$ cat src/rtl/acq_pkg.sv
package acq_pkg;

    localparam int N_RL = 4;

    typedef enum logic [3:0] {
        ST_IDLE     = 4'd0,
        ST_WAIT_AUX = 4'd1,
        ST_FAVG     = 4'd2,
        ST_FPULL    = 4'd3,
        ST_FVAL     = 4'd4,
        ST_PPULL    = 4'd5,
        ST_RL0      = 4'd6,
        ST_RL1      = 4'd7,
        ST_RL2      = 4'd8,
        ST_RL3      = 4'd9,
        ST_NORM     = 4'd10
    } stage_e;

    typedef struct packed {
        logic [15:0] hold;
        logic [3:0]  ff;
        logic [4:0]  integ;
    } rl_cfg_t;

    typedef struct packed {
        logic                   skip_aux;
        logic [7:0]             avg_n;
        logic [2:0]             fp_log2;
        logic [7:0]             fv_n;
        logic [4:0]             pp_log2;
        logic [3:0]             nl_ff;
        logic [4:0]             nl_int;
        rl_cfg_t [N_RL-1:0]     rl;
    } seq_cfg_t;

    function automatic stage_e rl_stage(input int idx);
        return stage_e'(4'(int'(ST_RL0) + idx));
    endfunction

    // first rapid stage at or after 'from' whose hold count is nonzero
    function automatic stage_e next_rl(input logic [N_RL-1:0] live, input int from);
        stage_e r;
        r = ST_NORM;
        for (int i = N_RL - 1; i >= 0; i--) begin
            if (i >= from && live[i]) r = rl_stage(i);
        end
        return r;
    endfunction

    // true when this event closes a window of 2^lg events
    function automatic logic pow2_done(input logic [31:0] cnt, input logic [4:0] lg);
        return ({1'b0, cnt} + 33'd1) == (33'd1 << lg);
    endfunction

endpackage

$ cat src/rtl/acq_cfg_regs.sv
module acq_cfg_regs
    import acq_pkg::*;
#(
    parameter int TW = 24
) (
    input  logic          clk,
    input  logic          rst,
    input  logic          en,
    input  logic          we,
    input  logic [2:0]    addr,
    input  logic [31:0]   wdata,
    output seq_cfg_t      cfg,
    output logic [TW-1:0] f_thr,
    output logic [TW-1:0] p_thr
);

    always_ff @(posedge clk) begin
        if (rst) begin
            cfg   <= '0;
            f_thr <= '0;
            p_thr <= '0;
        end else if (we && !en) begin
            case (addr)
                3'd0: begin
                    cfg.avg_n    <= wdata[7:0];
                    cfg.fp_log2  <= wdata[10:8];
                    cfg.fv_n     <= wdata[23:16];
                    cfg.pp_log2  <= wdata[28:24];
                    cfg.skip_aux <= wdata[31];
                end
                3'd1: f_thr <= wdata[TW-1:0];
                3'd2: p_thr <= wdata[TW-1:0];
                3'd3: begin
                    cfg.nl_ff  <= wdata[3:0];
                    cfg.nl_int <= wdata[12:8];
                end
                default: begin
                    cfg.rl[addr[1:0]].hold  <= wdata[15:0];
                    cfg.rl[addr[1:0]].ff    <= wdata[19:16];
                    cfg.rl[addr[1:0]].integ <= wdata[28:24];
                end
            endcase
        end
    end

endmodule

$ cat src/rtl/acq_mag_cmp.sv
module acq_mag_cmp #(
    parameter int W = 24
) (
    input  logic signed [W-1:0] val,
    input  logic        [W-1:0] thr,
    output logic                below
);

    logic [W:0] mag;

    always_comb begin
        if (val[W-1]) mag = (W+1)'(-{val[W-1], val});
        else          mag = {1'b0, val};
        below = mag < {1'b0, thr};
    end

endmodule

$ cat src/rtl/acq_stage_fsm.sv
module acq_stage_fsm
    import acq_pkg::*;
#(
    parameter int MW = 24,
    parameter int SW = MW + 8
) (
    input  logic                 clk,
    input  logic                 rst,
    input  logic                 run,
    input  logic                 aux_ok,
    input  logic                 evt,
    input  logic signed [MW-1:0] per_diff,
    input  logic                 f_below,
    input  logic                 p_below,
    input  seq_cfg_t             cfg,
    output stage_e               stage_q,
    output logic signed [SW-1:0] sum_q
);

    logic [31:0]     cnt_q;
    logic [31:0]     cnt_nxt;
    logic [7:0]      streak_q;
    logic [7:0]      avg_lim;
    logic [7:0]      fv_lim;
    logic [1:0]      rl_idx;
    logic [15:0]     hold_sel;
    logic [N_RL-1:0] live;

    for (genvar g = 0; g < N_RL; g++) begin : g_live
        assign live[g] = |cfg.rl[g].hold;
    end

    always_comb begin
        cnt_nxt  = cnt_q + 32'd1;
        avg_lim  = (cfg.avg_n == 8'd0) ? 8'd1 : cfg.avg_n;
        fv_lim   = (cfg.fv_n == 8'd0) ? 8'd1 : cfg.fv_n;
        rl_idx   = 2'(stage_q - ST_RL0);
        hold_sel = cfg.rl[rl_idx].hold;
    end

    always_ff @(posedge clk) begin
        if (rst || !run) begin
            stage_q  <= ST_IDLE;
            cnt_q    <= '0;
            streak_q <= '0;
            sum_q    <= '0;
        end else begin
            case (stage_q)
                ST_IDLE: stage_q <= ST_WAIT_AUX;
                ST_WAIT_AUX: begin
                    if (cfg.skip_aux || aux_ok) begin
                        stage_q <= ST_FAVG;
                        cnt_q   <= '0;
                        sum_q   <= '0;
                    end
                end
                ST_FAVG: begin
                    if (evt) begin
                        sum_q <= sum_q + SW'(per_diff);
                        if (cnt_nxt >= {24'd0, avg_lim}) begin
                            stage_q <= ST_FPULL;
                            cnt_q   <= '0;
                        end else begin
                            cnt_q <= cnt_nxt;
                        end
                    end
                end
                ST_FPULL: begin
                    if (evt) begin
                        if (pow2_done(cnt_q, {2'b00, cfg.fp_log2})) begin
                            stage_q  <= ST_FVAL;
                            cnt_q    <= '0;
                            streak_q <= '0;
                        end else begin
                            cnt_q <= cnt_nxt;
                        end
                    end
                end
                ST_FVAL: begin
                    if (evt) begin
                        if (f_below) begin
                            if (({1'b0, streak_q} + 9'd1) >= {1'b0, fv_lim}) begin
                                stage_q <= ST_PPULL;
                                cnt_q   <= '0;
                            end else begin
                                streak_q <= streak_q + 8'd1;
                            end
                        end else begin
                            streak_q <= '0;
                        end
                    end
                end
                ST_PPULL: begin
                    if (evt) begin
                        if (pow2_done(cnt_q, cfg.pp_log2)) begin
                            cnt_q <= '0;
                            if (p_below) stage_q <= next_rl(live, 0);
                        end else begin
                            cnt_q <= cnt_nxt;
                        end
                    end
                end
                ST_RL0, ST_RL1, ST_RL2, ST_RL3: begin
                    if (evt) begin
                        if (cnt_nxt >= {16'd0, hold_sel}) begin
                            stage_q <= next_rl(live, int'(rl_idx) + 1);
                            cnt_q   <= '0;
                        end else begin
                            cnt_q <= cnt_nxt;
                        end
                    end
                end
                ST_NORM: stage_q <= ST_NORM;
                default: stage_q <= ST_IDLE;
            endcase
        end
    end

endmodule

$ cat src/rtl/pps_acq_seq.sv
module pps_acq_seq
    import acq_pkg::*;
#(
    parameter int MW = 24,
    parameter int TW = MW,
    parameter int SW = MW + 8
) (
    input  logic                 clk,
    input  logic                 rst,
    input  logic                 en,
    input  logic                 ref_lost,
    input  logic                 aux_locked,
    input  logic                 evt,
    input  logic signed [MW-1:0] per_diff,
    input  logic signed [MW-1:0] ph_err,
    input  logic                 cfg_we,
    input  logic [2:0]           cfg_addr,
    input  logic [31:0]          cfg_wdata,
    output logic [3:0]           stage,
    output logic [3:0]           ff_coef,
    output logic [4:0]           int_coef,
    output logic                 locked,
    output logic signed [SW-1:0] freq_sum
);

    seq_cfg_t      cfg;
    logic [TW-1:0] f_thr;
    logic [TW-1:0] p_thr;
    logic          f_below;
    logic          p_below;
    stage_e        st;
    logic [1:0]    sel;

    acq_cfg_regs #(.TW(TW)) u_cfg (
        .clk(clk), .rst(rst), .en(en), .we(cfg_we), .addr(cfg_addr),
        .wdata(cfg_wdata), .cfg(cfg), .f_thr(f_thr), .p_thr(p_thr)
    );

    acq_mag_cmp #(.W(MW)) u_fcmp (
        .val(per_diff), .thr(MW'(f_thr)), .below(f_below)
    );

    acq_mag_cmp #(.W(MW)) u_pcmp (
        .val(ph_err), .thr(MW'(p_thr)), .below(p_below)
    );

    acq_stage_fsm #(.MW(MW), .SW(SW)) u_fsm (
        .clk(clk), .rst(rst), .run(en && !ref_lost), .aux_ok(aux_locked),
        .evt(evt), .per_diff(per_diff), .f_below(f_below), .p_below(p_below),
        .cfg(cfg), .stage_q(st), .sum_q(freq_sum)
    );

    always_comb begin
        sel      = 2'(st - ST_RL0);
        ff_coef  = '0;
        int_coef = '0;
        case (st)
            ST_RL0, ST_RL1, ST_RL2, ST_RL3: begin
                ff_coef  = cfg.rl[sel].ff;
                int_coef = cfg.rl[sel].integ;
            end
            ST_NORM: begin
                ff_coef  = cfg.nl_ff;
                int_coef = cfg.nl_int;
            end
            default: ;
        endcase
    end

    assign stage  = st;
    assign locked = (st == ST_NORM);

endmodule

$ cat config.mk
export PLATFORM = sky130hd
export DESIGN_NAME = pps_acq_seq
export DESIGN_NICKNAME = d
export VERILOG_FILES = /design/src/rtl/acq_pkg.sv /design/src/rtl/acq_cfg_regs.sv /design/src/rtl/acq_mag_cmp.sv /design/src/rtl/acq_stage_fsm.sv /design/src/rtl/pps_acq_seq.sv
export SDC_FILE = /design/constraint.sdc
export NUM_CORES = 1
export LEC_CHECK = 0
export BUFFER_PORTS_ARGS = -buffer_cell sky130_fd_sc_hd__buf_2
export CAP_MARGIN = 25
export CORE_MARGIN = 8
export CORE_UTILIZATION = 45
export CTS_CLUSTER_SIZE = 30
export DETAILED_ROUTE_END_ITERATION = 12
export PLACE_DENSITY = 0.64
export SLEW_MARGIN = 10
export SYNTH_ARGS = -nofsm -noshare
export SYNTH_HDL_FRONTEND = slang
export SYNTH_SLANG_ARGS = --single-unit
$ cat constraint.sdc
create_clock -name clk -period 6.95 [get_ports clk]
set_clock_uncertainty 0.1 [all_clocks]
set_input_delay 1.39 -clock clk [delete_from_list [all_inputs] [get_ports clk]]
set_output_delay 1.39 -clock clk [all_outputs]
set_load 0.05 [all_outputs]
[Word-level counts from Yosys, hierarchy flattened]
Cells that the tools add are included.
Storage, ports and cells
  bits in registers: 258
  bits in latches: 0
  RAM bits: 0
  ROM bits: 0
  logic and storage cells: 172
  memories: 0
Operators by class
  add/subtract/negate cells: 9
  multipliers: 0
  divide/modulo/power cells: 0
  $lt $le $gt $ge: 12
  equality and inequality tests: 29
  shifts and indexed selects: 2
  mux-type cells: 60
  bitwise operators: 1
  reductions and logical operators: 34
Operator list (number)
  $mux W32: 13
  $bwmux W100: 3
  $pmux W32 S6: 1
  $demux W25 S2: 3
  $mux W25: 4
  $mux W4: 17
  $eq A33 B33 Y1: 2
  $ge A3 B32 Y1 const A: 2
  $pmux W32 S2: 1
  $reduce_or A16 Y1: 4
  $mux W8: 7
  $bmux W25 S2: 1
  $lt A25 B24 Y1: 2
  $neg A25 Y25: 2
  $add A32 B1 Y33 const B: 1
  $shl A1 B3 Y33 const A: 1
  $shl A1 B5 Y33 const A: 1
  $add A32 B1 Y32 const B: 1
  $add A32 B24 Y32: 1
  $ge A1 B32 Y1 const A: 1
  $ge A2 B32 Y1 const A: 1
  $ge A32 B16 Y1: 1
  $ge A32 B8 Y1: 1
  $pmux W4 S8: 1
  37 further kinds: 75

[Longest topological paths before layout]
  word-level depth: 11
  mapped depth: 21
  depth with buffers taken out: 20

[Hierarchy]
Synthesis repeated with hierarchy kept, for this count alone.
Unflattened totals
  cells, all modules: 2144
  area, all modules: 18262.5 µm²
By module, submodules not included
  acq_stage_fsm: instances 1, cells an instance 1158, area each 8529.4 µm²
  acq_cfg_regs: instances 1, cells an instance 638, area each 7160.6 µm²
  acq_mag_cmp: instances 2, cells an instance 148, area each 1073.5 µm²
  pps_acq_seq: instances 1, cells an instance 52, area each 425.4 µm²

[Worst setup path before layout]
OpenSTA, ideal clock, no wires.
  path type: input-to-reg
  start: input per_diff[6]
  end: register u_fsm.cnt_q[27]
  arrival: 6.024 ns
  path slack: 0.752 ns
  cell stages on the path: 20
  path buffers: 2
  cells stage by stage: or4_1 -> or4_1 -> or2_2 -> or3_1 -> or4_1 -> o41ai_1 -> xnor2_1 -> ha_1 -> a21o_1 -> a21o_1 -> a21oi_1 -> nand3b_1 -> o21ai_0 -> and2_1 -> inv_1 -> a311oi_2 -> buf_4 -> buf_4 -> nand2_1 -> a31oi_1
On the way
  cells in the longest elaborated chain, start to end: 5
Ends and longest elaborated chain
  start: declaration: line pps_acq_seq.sv:14  | input logic signed [MW-1:0] per_diff,
  $neg A25 Y25: line acq_mag_cmp.sv:12  | if (val[W-1]) mag = (W+1)'(-{val[W-1], val});
  $mux W25 *: line acq_mag_cmp.sv:12
  $lt A25 B24 Y1 *: line acq_mag_cmp.sv:14  | below = mag < {1'b0, thr};
  $ne A2 B2 Y1 (no line) *
  $reduce_and A9 Y1 (no line) *
  end signal: assignment: line acq_stage_fsm.sv:64  | cnt_q <= cnt_nxt;
  end signal: assignment: line acq_stage_fsm.sv:75  | cnt_q <= cnt_nxt;
  end signal: assignment: line acq_stage_fsm.sv:99  | cnt_q <= cnt_nxt;
  end: declaration: line acq_stage_fsm.sv:20  | logic [31:0] cnt_q;
Mark *: on every way between the ends. The rest lies on a longest branch, timed or not.
A chain may end at the register's enable or synchronous reset.

[Worst setup path after layout]
  start: input per_diff[6]
  end: register u_fsm.cnt_q[13]
The elaborated chain is that of the path after synthesis.

==> results.yml <==
clock_tree:
  cts.clk_slew.worst_paths_ns: 0.06
  h-tree-depth: 1
  numCtsBuffers: 30
  cts.hold.buffers_added: 0
  clk_path_buf_depth: 3
  postCtsSetupRepairBufs: 0
  root_buffer: "clkbuf_16"
  clkLatencyLatePin_ns: 0.57
  cts_tree: "done"
  cts_resized: 0
  clock_sinks: 258
synthesis:
  synth_edf_count: 0
  syn_area_um2: 16800
  ys.flop_type: "dfxtp_1"
  synth-seq-cells: 258
  async_flop_share: 0
  yosysWarnings: 0
  avgSynthCellArea_um2: 7.60
  synth_top_area_frac: 0.308
  yosysMostFrequentCell: "nand2_1"
  syn-num-nets: 2406
  synth_cell_types: 79
  synth_area_leaders: "dfxtp_1 31%, nand2_1 10%, ha_1 8.4%"
  yosysSeqAreaShare: 0.308
  yosys.area.top_type: "dfxtp_1"
  synth_cells: 2203
  yosys-top-cells-count: "461 x nand2_1, 258 x dfxtp_1, 253 x a21oi_1"
timing:
  min_period_ns: 6.17
  worst_pin_slew_ns: 1.07
  fin_ws_ns: 0.780
  rsz0062_at_grt: "false"
  slew_viol_final: 0
  slew_headroom: 0.283
  fmax_mhz: 162
  setup_viol: 0
  fin_setup_tns_ns: 0
  fin_crit_sh: 0.888
  hold_viol: 0
placement:
  dp_cells: 2690
  hpwlAfterDp_um: 36100
  dp_slack_ns: 0.174
  port_buffers: 133
  gp_congestion: 0.907
  placed_area_um2: 17700
setup_path:
  worstSetupEndpointType: "flip-flop"
  worstSetupPathType: "in -> reg"
  crit_required_ns: 7.34
  cp-start-kind: "primary input"
  crit_path_max_fanout: 51
  cp.arrival_ns: 6.56
global_routing:
  grt_first_pass_wirelength_um: 80600
  grtUsageMet1: 0.292
  grt_max_degree: 94
  antenna_found_initial: 2
  grt_overflow: 0
  grt_use_met2: 0.368
  grt_usage: 0.220
  top_usage_layer: "met2"
  use_met3: 0.0310
  grt_pass1_vias: 15300
worst_hold_path:
  holdCritPathClass: "reg -> reg"
finish:
  drive_gt1_frac: 0.112
  stdcell_count: 2747
  fillers: 3573
  fin_util: 0.512
  finalInstanceArea_um2: 18700
  area_growth_pct: 11.8
  nNetsFinal: 2458
die:
  dieWidth_um: 209
  die_y_um: 209
  initial_core_util: 0.458
  dieArea_um2: 43700
  core_area_um2: 36600
  num_rows: 70
  io_pins: 136
route:
  final_antenna_net_count: 0
  via_count: 15900
  drc: 0
  routed_wl_um: 49700
  drtPass1Iterations: 7
  wire_per_inst_um: 18.1
  avgViaCountPerCell: 5.80
  drt-initial-drc-count: 1296
power:
  total_leakage_power_nw: 6.88
  power_density_nw_per_um2: 188
  vdd.ir_drop.worst_mv: 0.208
job:
  cap_violations: 0
status:
  status: "complete, no violations"
[cell type report]
| class | count | area [um^2] | area share |
|---|---|---|---|
| tap | 468 | 586 | 0.0313 |
| multi-input combinational | 1684 | 10600 | 0.565 |
| clock buffer | 43 | 881 | 0.0470 |
| timing repair buffer | 153 | 861 | 0.0460 |
| sequential | 258 | 5170 | 0.276 |
| clock inverter | 12 | 170 | 0.00908 |
| antenna | 1 | 2.50 | 0.000134 |
| inverter | 128 | 480 | 0.0256 |
[cells in the final DEF (no fill, tap or decap), types with 14 or more instances in the layout]
master,netlist,routed
o21ai_0,90,90
nor2_1,96,96
and3_1,19,19
nand3_1,41,41
nor3_1,36,35
nor4_1,37,37
nand2b_1,23,23
dfxtp_1,258,256
a21o_1,32,32
mux4_2,25,25
nand4_1,33,33
o31ai_1,16,16
nand3b_1,14,14
inv_1,128,128
xnor2_1,91,91
a22oi_1,26,26
xor2_1,26,26
a31oi_1,33,33
clkbuf_16,0,31
mux2i_1,18,18
nand2_1,461,461
buf_4,2,15
a21oi_1,253,253
buf_2,18,132
ha_1,112,112
or3_1,22,22
[report_power, final]
group / internal, W / total [W] / switching (W)
registers: 0.00149 / 0.00151 / 0.0000168
logic: 0.000127 / 0.000331 / 0.000204
clock network: 0.00102 / 0.00168 / 0.000659
[sequential cells by signal, summed over array words and instances (netlist names)]
name / count
u_cfg.cfg: 134
u_cfg.f_thr: 24
u_cfg.p_thr: 24
u_fsm.cnt_q: 32
u_fsm.stage_q: 4
u_fsm.streak_q: 8
u_fsm.sum_q: 32
[worst max-delay path, stage by stage]
cell and delay, ns:
buf_2 0.12, or4_1 0.58, or4_1 0.43, or2_2 0.30, or3_1 0.36, or4_1 0.48
o41ai_1 0.33, xnor2_1 0.17, ha_1 0.27, a21o_1 0.16, a21o_1 0.17, a21oi_1 0.20
nand3b_1 0.10, o21ai_0 0.27, and2_1 0.22, inv_1 0.12, a311oi_4 0.32, buf_12 0.27
o21ai_0 0.13, a31oi_1 0.18
[path summary, 6_finish.rpt]
| kind | slack [ns] | start | cells past startpoint | end |
|---|---|---|---|---|
| worst max register to register | 1.82 | u_fsm.cnt_q[0]$_SDFFE_PP0P_ | 13 | u_fsm.cnt_q[13]$_SDFFE_PP0P_ |
| worst min-delay path | 0.35 | u_cfg.cfg[127]$_SDFFE_PP0P_ | 2 | u_cfg.cfg[127]$_SDFFE_PP0P_ |
| worst max-delay path | 0.78 | per_diff[6] | 20 | u_fsm.cnt_q[13]$_SDFFE_PP0P_ |
| worst min register to register | 0.35 | u_cfg.cfg[127]$_SDFFE_PP0P_ | 2 | u_cfg.cfg[127]$_SDFFE_PP0P_ |
[cell families after synthesis]
kind of cell / synth area share
AND/OR/NAND/NOR: 0.238
buffers and inverters: 0.0614
multiplexers: 0.0471
adder cells (fa/ha/maj): 0.0848
AO/OA/AOI/OAI: 0.199
XOR/XNOR: 0.0612
flip-flops: 0.308
[layer usage]
| metal | vias to the layer above | wire, um |
|---|---|---|
| met1 | 7510 | 22400 |
| met2 | 504 | 23200 |
| met5 | - | 10 |
| met4 | 2 | 1030 |
| li1 | 7851 | - |
| met3 | 63 | 3020 |
[stage by stage]
stage | power [W] | hold WS, ns
6_report | 0.00352 | 0.354
2_1_floorplan | 0.00175 | 0.332
4_1_cts | 0.00356 | 0.350
5_1_grt | 0.00366 | 0.366
3_3_place_gp | 0.00186 | 0.339
3_5_place_dp | 0.00187 | 0.342
(Power assumes the default switching activity.)
